### src/rtl/e1cas_pkg.sv
package e1cas_pkg;
  localparam int SIG_W = 8;

  typedef struct packed {
    logic       swrst;
    logic [3:0] spare;
    logic       stat_cos;
    logic       ins_en;
    logic       rd_tx;
  } ctrl_t;
endpackage

### src/rtl/e1cas_pos_cnt.sv
module e1cas_pos_cnt #(
  parameter int SLOTS  = 32,
  parameter int FRAMES = 16,
  localparam int SW = $clog2(SLOTS),
  localparam int FW = $clog2(FRAMES)
) (
  input  logic          clk,
  input  logic          rst_n,
  input  logic          beat,
  input  logic          fas,
  input  logic          mfas,
  output logic [SW-1:0] slot_cur,
  output logic [FW-1:0] frame_cur,
  output logic          mf_last
);
  localparam logic [SW-1:0] SLOT_MAX  = SW'(SLOTS - 1);
  localparam logic [FW-1:0] FRAME_MAX = FW'(FRAMES - 1);

  logic [SW-1:0] slot_q;
  logic [FW-1:0] frame_q;

  function automatic logic [FW-1:0] frame_inc(input logic [FW-1:0] f);
    return (f == FRAME_MAX) ? '0 : f + 1'b1;
  endfunction

  always_comb begin
    slot_cur  = slot_q;
    frame_cur = frame_q;
    if (mfas) begin
      slot_cur  = '0;
      frame_cur = '0;
    end else if (fas) begin
      slot_cur = '0;
      if (slot_q != '0) frame_cur = frame_inc(frame_q);
    end
  end

  assign mf_last = (slot_cur == SLOT_MAX) && (frame_cur == FRAME_MAX);

  always_ff @(posedge clk or negedge rst_n) begin
    if (!rst_n) begin
      slot_q  <= '0;
      frame_q <= '0;
    end else if (beat) begin
      if (slot_cur == SLOT_MAX) begin
        slot_q  <= '0;
        frame_q <= frame_inc(frame_cur);
      end else begin
        slot_q  <= slot_cur + 1'b1;
        frame_q <= frame_cur;
      end
    end
  end
endmodule

### src/rtl/e1cas_tx_store.sv
module e1cas_tx_store #(
  parameter int FRAMES = 16,
  parameter int DW     = 8,
  localparam int FW = $clog2(FRAMES)
) (
  input  logic          clk,
  input  logic          rst_n,
  input  logic          clr,
  input  logic          wr_en,
  input  logic [FW-1:0] wr_idx,
  input  logic [DW-1:0] wr_data,
  input  logic [FW-1:0] ins_idx,
  output logic [DW-1:0] ins_data,
  input  logic [FW-1:0] rd_idx,
  output logic [DW-1:0] rd_data
);
  logic [DW-1:0] ent [FRAMES];

  for (genvar i = 0; i < FRAMES; i++) begin : g_ent
    // entry 0 holds the alignment nibble only; its upper half stays zero
    localparam logic [DW-1:0] KEEP =
      (i == 0) ? {{(DW - DW/2){1'b0}}, {(DW/2){1'b1}}} : {DW{1'b1}};
    logic [DW-1:0] q;
    always_ff @(posedge clk or negedge rst_n) begin
      if (!rst_n)                              q <= '0;
      else if (clr)                            q <= '0;
      else if (wr_en && wr_idx == FW'(i))      q <= wr_data & KEEP;
    end
    assign ent[i] = q;
  end

  assign ins_data = ent[ins_idx];
  assign rd_data  = ent[rd_idx];
endmodule

### src/rtl/e1cas_rx_capture.sv
module e1cas_rx_capture #(
  parameter int FRAMES = 16,
  parameter int DW     = 8,
  localparam int FW = $clog2(FRAMES)
) (
  input  logic          clk,
  input  logic          rst_n,
  input  logic          clr,
  input  logic          cap_en,
  input  logic [FW-1:0] cap_idx,
  input  logic [DW-1:0] cap_data,
  input  logic          mf_end,
  input  logic          cos_clr,
  input  logic [FW-1:0] rd_idx,
  output logic [DW-1:0] rd_data,
  output logic          cos
);
  logic [DW-1:0] ent [FRAMES];
  logic          acc_q, acc_n, diff;

  for (genvar i = 0; i < FRAMES; i++) begin : g_ent
    logic [DW-1:0] q;
    always_ff @(posedge clk or negedge rst_n) begin
      if (!rst_n)                           q <= '0;
      else if (clr)                         q <= '0;
      else if (cap_en && cap_idx == FW'(i)) q <= cap_data;
    end
    assign ent[i] = q;
  end

  // frame 0 carries alignment, not signaling, so it is left out of the compare
  assign diff    = cap_en && (cap_idx != '0) && (cap_data != ent[cap_idx]);
  assign acc_n   = acc_q | diff;
  assign rd_data = ent[rd_idx];

  always_ff @(posedge clk or negedge rst_n) begin
    if (!rst_n) begin
      acc_q <= 1'b0;
      cos   <= 1'b0;
    end else if (clr) begin
      acc_q <= 1'b0;
      cos   <= 1'b0;
    end else begin
      acc_q <= mf_end ? 1'b0 : acc_n;
      cos   <= (cos & ~cos_clr) | (mf_end & acc_n);
    end
  end
endmodule

### src/rtl/e1cas_engine.sv
module e1cas_engine
  import e1cas_pkg::*;
#(
  parameter int SLOTS    = 32,
  parameter int FRAMES   = 16,
  parameter int SIG_SLOT = 16,
  localparam int AW = $clog2(FRAMES) + 1,
  localparam int DW = SIG_W
) (
  input  logic          clk,
  input  logic          rst_n,
  input  logic          tx_in_valid,
  output logic          tx_in_ready,
  input  logic [DW-1:0] tx_in_data,
  input  logic          tx_in_fas,
  input  logic          tx_in_mfas,
  output logic          tx_out_valid,
  input  logic          tx_out_ready,
  output logic [DW-1:0] tx_out_data,
  input  logic          rx_in_valid,
  output logic          rx_in_ready,
  input  logic [DW-1:0] rx_in_data,
  input  logic          rx_in_fas,
  input  logic          rx_in_mfas,
  input  logic [AW-1:0] reg_addr,
  input  logic          reg_wr,
  input  logic [DW-1:0] reg_wdata,
  output logic [DW-1:0] reg_rdata,
  input  logic          tx_clk_alarm,
  output logic          sig_status
);
  localparam int SW = $clog2(SLOTS);
  localparam int FW = $clog2(FRAMES);
  localparam logic [AW-1:0] CTRL_ADDR = AW'(FRAMES);
  localparam logic [AW-1:0] STAT_ADDR = AW'(FRAMES + 1);
  localparam logic [SW-1:0] SIG_POS   = SW'(SIG_SLOT);

  ctrl_t         ctrl_q;
  logic          tx_beat, rx_beat, rx_last, tx_last;
  logic [SW-1:0] tx_slot, rx_slot;
  logic [FW-1:0] tx_frame, rx_frame;
  logic [DW-1:0] ins_byte, tx_rd, rx_rd;
  logic          sa_hit, soft_fire, cos_flag, cos_clr;

  assign tx_in_ready  = tx_out_ready;
  assign tx_out_valid = tx_in_valid;
  assign rx_in_ready  = 1'b1;
  assign tx_beat      = tx_in_valid & tx_out_ready;
  assign rx_beat      = rx_in_valid;

  assign sa_hit    = reg_addr < AW'(FRAMES);
  assign soft_fire = reg_wr && (reg_addr == CTRL_ADDR) && reg_wdata[DW-1] && !ctrl_q.swrst;
  assign cos_clr   = reg_wr && (reg_addr == STAT_ADDR) && reg_wdata[0];

  always_ff @(posedge clk or negedge rst_n) begin
    if (!rst_n)         ctrl_q <= '0;
    else if (soft_fire) ctrl_q <= '0;
    else if (reg_wr && reg_addr == CTRL_ADDR)
      ctrl_q <= '{swrst: 1'b0, spare: 4'b0, stat_cos: reg_wdata[2],
                  ins_en: reg_wdata[1], rd_tx: reg_wdata[0]};
  end

  e1cas_pos_cnt #(.SLOTS(SLOTS), .FRAMES(FRAMES)) u_tx_pos (
    .clk, .rst_n, .beat(tx_beat), .fas(tx_in_fas), .mfas(tx_in_mfas),
    .slot_cur(tx_slot), .frame_cur(tx_frame), .mf_last(tx_last));

  e1cas_pos_cnt #(.SLOTS(SLOTS), .FRAMES(FRAMES)) u_rx_pos (
    .clk, .rst_n, .beat(rx_beat), .fas(rx_in_fas), .mfas(rx_in_mfas),
    .slot_cur(rx_slot), .frame_cur(rx_frame), .mf_last(rx_last));

  e1cas_tx_store #(.FRAMES(FRAMES), .DW(DW)) u_tx_store (
    .clk, .rst_n, .clr(soft_fire),
    .wr_en(reg_wr && sa_hit), .wr_idx(reg_addr[FW-1:0]), .wr_data(reg_wdata),
    .ins_idx(tx_frame), .ins_data(ins_byte),
    .rd_idx(reg_addr[FW-1:0]), .rd_data(tx_rd));

  e1cas_rx_capture #(.FRAMES(FRAMES), .DW(DW)) u_rx_cap (
    .clk, .rst_n, .clr(soft_fire),
    .cap_en(rx_beat && rx_slot == SIG_POS), .cap_idx(rx_frame), .cap_data(rx_in_data),
    .mf_end(rx_beat && rx_last), .cos_clr(cos_clr),
    .rd_idx(reg_addr[FW-1:0]), .rd_data(rx_rd), .cos(cos_flag));

  assign tx_out_data = (ctrl_q.ins_en && tx_slot == SIG_POS) ? ins_byte : tx_in_data;
  assign sig_status  = ctrl_q.stat_cos ? cos_flag : tx_clk_alarm;

  always_comb begin
    reg_rdata = '0;
    if (sa_hit)                      reg_rdata = ctrl_q.rd_tx ? tx_rd : rx_rd;
    else if (reg_addr == CTRL_ADDR)  reg_rdata = ctrl_q;
    else if (reg_addr == STAT_ADDR)  reg_rdata = {{(DW-1){1'b0}}, sig_status};
  end

  logic unused_tx_last;
  assign unused_tx_last = tx_last;
endmodule

### config.mk
export PLATFORM = sky130hd
export DESIGN_NAME = e1cas_engine
export DESIGN_NICKNAME = d
export VERILOG_FILES = /design/src/rtl/e1cas_pkg.sv /design/src/rtl/e1cas_pos_cnt.sv /design/src/rtl/e1cas_tx_store.sv /design/src/rtl/e1cas_rx_capture.sv /design/src/rtl/e1cas_engine.sv
export SDC_FILE = /design/constraint.sdc
export NUM_CORES = 1
export LEC_CHECK = 0
export BUFFER_PORTS_ARGS = -buffer_cell sky130_fd_sc_hd__buf_2
export CORE_ASPECT_RATIO = 1.4
export CORE_MARGIN = 3
export CORE_UTILIZATION = 24
export CTS_CLUSTER_DIAMETER = 60
export DETAILED_ROUTE_END_ITERATION = 6
export PLACE_DENSITY = 0.36
export SYNTH_ARGS = -nofsm -noshare
export SYNTH_HDL_FRONTEND = slang
export SYNTH_HIERARCHICAL = 1
export SYNTH_SLANG_ARGS = --single-unit
### constraint.sdc
create_clock -name clk -period 4.5 [get_ports clk]
set_input_delay 0 -clock clk [delete_from_list [all_inputs] [get_ports clk]]
set_output_delay 0 -clock clk [all_outputs]
set_load 0.03 [all_outputs]
==> results.json <==
{
  "status": "complete, no violations",
  "crit_type": "reg -> out",
  "netlist_instances": 1501,
  "period_needed_ns": 4.29,
  "period_share": 0.954,
  "initial_core_util": 0.243,
  "cp_cell_sequence": "or4_4 > o21ai_2 > mux2i_1 > nor2_4 > mux4_2 > nor2b_1 > a211oi_1 > a21oi_1 > mux2_2 > buf_2",
  "yosysTopAreaCell": "dfrtp_1",
  "cts_max_level": 2,
  "cts-resized-gates": 0,
  "crit_family": "simple AND/OR/NAND/NOR gates",
  "synth.area.top_cells": "dfrtp_1 42%, mux4_2 16%, mux2i_1 10%",
  "setup-violations-final": 0,
  "power.density_mw_per_mm2": 391,
  "synthToLayoutAreaGrowth_pct": 18.3,
  "fin_tns_setup_ns": 0,
  "synth_most_common_cell": "dfrtp_1",
  "fill_cells": 7119,
  "synth_area_per_cell_sq_um": 11.0,
  "tritoncts": "built",
  "synth_compound_area_frac": 0.101,
  "drive_above_1_share": 0.233,
  "cts.root.buffer_cell": "clkbuf_16",
  "clkLatencyLatePin_ns": 0.57,
  "antenna_left": 0,
  "p_leak_nw": 8.26,
  "relSlewSlack": 0.303,
  "synthMuxAreaShare": 0.300,
  "drt-initial-drc-count": 914,
  "grt_pass1_wl_mm": 91.7,
  "tightest_slew_ns": 1.04,
  "antenna_found_initial": 1,
  "final_nets": 1601,
  "synthTopCellsByCount": "275 x dfrtp_1, 170 x mux2i_1, 170 x nor2_1, 132 x a21oi_1, 132 x nand2_1",
  "synth-edff-count": 0,
  "fin_hold_ws_ns": 0.0321,
  "ys_seq_area_frac": 0.416,
  "io_pins": 60,
  "cp_slowest_cell": "nor2_4",
  "dr.pass1.iters": 6,
  "dieArea_sq_mm": 0.0722,
  "drc": 0,
  "vias": 12700,
  "ys_types": 73,
  "clock_sinks": 275,
  "clockBufferDepth": 3,
  "wl_mm": 60.6,
  "cts_buffers": 42,
  "grt_start_max_net_pins": 125,
  "worstPathRequired_ns": 4.50,
  "fmax_mhz": 233,
  "die_height_um": 317,
  "vias_per_cell": 5.06,
  "drv_cap": 0,
  "cp.arrival_ns": 4.29,
  "ys_ff_latch": 275,
  "path_clk_slew_ns": 0.06,
  "synth_simple_gate_area_frac": 0.129,
  "rsz0062_at_grt": "false",
  "skew_ns": 0.0318,
  "grt_usage": 0.168,
  "dp_hpwl_mm": 39.5,
  "first_global_vias": 13400,
  "cp-start-kind": "flop",
  "yosys.area_share.adder": 0.00604,
  "syn-num-nets": 1549,
  "peakVddDrop_uv": 183,
  "routabilityCongestion": 0.770,
  "synth_top_family_by_area": "multiplexers",
  "end_kind": "output pin",
  "synth_xor_area_frac": 0.00317,
  "die_x_um": 228,
  "cp_num_buf_inv": 1,
  "crit_fanout": 18,
  "power_mw": 7.65,
  "fin_util": 0.287,
  "rows": 113,
  "overflow": 0,
  "synth_ff_type": "dfrtp_1",
  "ys_async_sr_fraction": 1.00,
  "portBuffers": 58,
  "syn-cell-area_sq_mm": 0.0166,
  "detail_route.wl_per_cell_um": 24.2,
  "slew_viol_final": 0,
  "finalHoldViolCount": 0,
  "hold_class": "in -> async",
  "core_area_sq_mm": 0.0681,
  "ys_warn_count": 6,
  "synth_top_area_share": 0.416,
  "cpPeakStageDelay_ns": 0.60
}
-- what timing repair did --
item | 4_1_cts | 5_1_grt
buffers inserted | 0 | 3
hold buffers | 25 | 0
endpoints found under the setup margin | 0 | 2
hold endpoints to repair | 358 | 0
-- final cells by class --
class                   count  area (sq um)  area share
flip-flops and latches    275          6880       0.351
multi-input cells        1079          8980       0.458
clock buffers              54          1170      0.0595
inverters                  13          48.8     0.00249
diodes                      1          2.50    0.000128
repair buffers            142          1090      0.0555
well taps                 920          1150      0.0588
clock inverters            19           270      0.0138
-- stage by stage --
stage          std cells  cell area (sq um)  worst slack [ns]
6_report            2503              19600             0.206
5_1_grt             2502              19600           0.00764
4_1_cts             2499              19500            0.0725
3_5_place_dp        2401              17900             0.260
3_3_place_gp        2401              17900             0.322
2_1_floorplan       1501              16600              1.20
-- sequential cells by signal, indices dropped and copies added (netlist names) --
name	flops
ctrl_q	3
u_rx_cap/g_ent.q	128
u_tx_store/g_ent.q	124
u_rx_pos/frame_q	4
u_rx_cap/acc_q	1
u_rx_cap/cos	1
u_tx_pos/frame_q	4
u_rx_pos/slot_q	5
u_tx_pos/slot_q	5
-- routing by layer --
layer	part of all wire	global-route usage	up-vias
met2	0.51	0.301	337
met5	0	0	-
li1	-	-	5661
met3	0.051	0.0318	81
met4	0.023	0.0462	0
met1	0.41	0.208	6575
-- final timing paths --
check	slack, ns	endpoint	depth (start not counted)	start
hold / removal	0.03	u_tx_pos/slot_q[2]$_DFFE_PN0P_	2	rst_n
min in group clk	0.07	u_tx_pos/frame_q[3]$_DFFE_PN0P_	4	tx_out_ready
max in group asynchronous	3.32	u_tx_store/g_ent[12].q[7]$_DFFE_PN0P_	3	rst_n
setup / recovery	0.21	tx_out_data[0]	10	u_tx_pos/slot_q[1]$_DFFE_PN0P_
setup reg to reg	0.35	u_rx_cap/cos$_DFF_PN0_	12	u_rx_pos/slot_q[1]$_DFFE_PN0P_
hold reg to reg	0.54	u_rx_cap/g_ent[3].q[3]$_DFFE_PN0P_	2	u_rx_cap/g_ent[3].q[3]$_DFFE_PN0P_
-- worst register-to-register path, cell delays in order (launching register included) --
cell	delay, ns
dfrtp_1	0.41
or4_4	0.58
o211ai_2	0.17
xnor2_1	0.14
or2_1	0.26
inv_2	0.39
buf_12	0.30
mux4_2	0.52
a22oi_1	0.25
a21oi_1	0.11
nor4_1	0.48
and4_1	0.31
o32ai_2	0.10
-- placed cells by master (no fill, tap or decap), drive strengths merged, types with 8 or more instances in the layout --
cell	instances
and2	11
mux2i	170
nor4	10
o21ai	77
nand2b	9
dlygate4sd3	25
dfrtp	275
and3	15
buf	117
mux2	26
nor2	179
a21oi	132
nand3	47
nor2b	18
a22oi	17
inv	18
ha	8
clkbuf	54
nand2	133
mux4	130
-- cells by family (layout without fill, tap and decap cells) --
kind of cell	count (synthesis)	after routing
buffers and inverters	147	228
XOR/XNOR	6	6
adder cells (fa/ha/maj)	8	8
AO/OA/AOI/OAI	283	283
multiplexers	326	326
AND/OR/NAND/NOR	455	455
flip-flops	275	275
other	1	2
-- power breakdown --
group / switching, mW / internal (mW)
sequential: 0.198 / 2.71
clock: 1.30 / 2.13
combinational: 0.720 / 0.597
total: 2.22 / 5.43
Power figures use the tool's default switching activity.
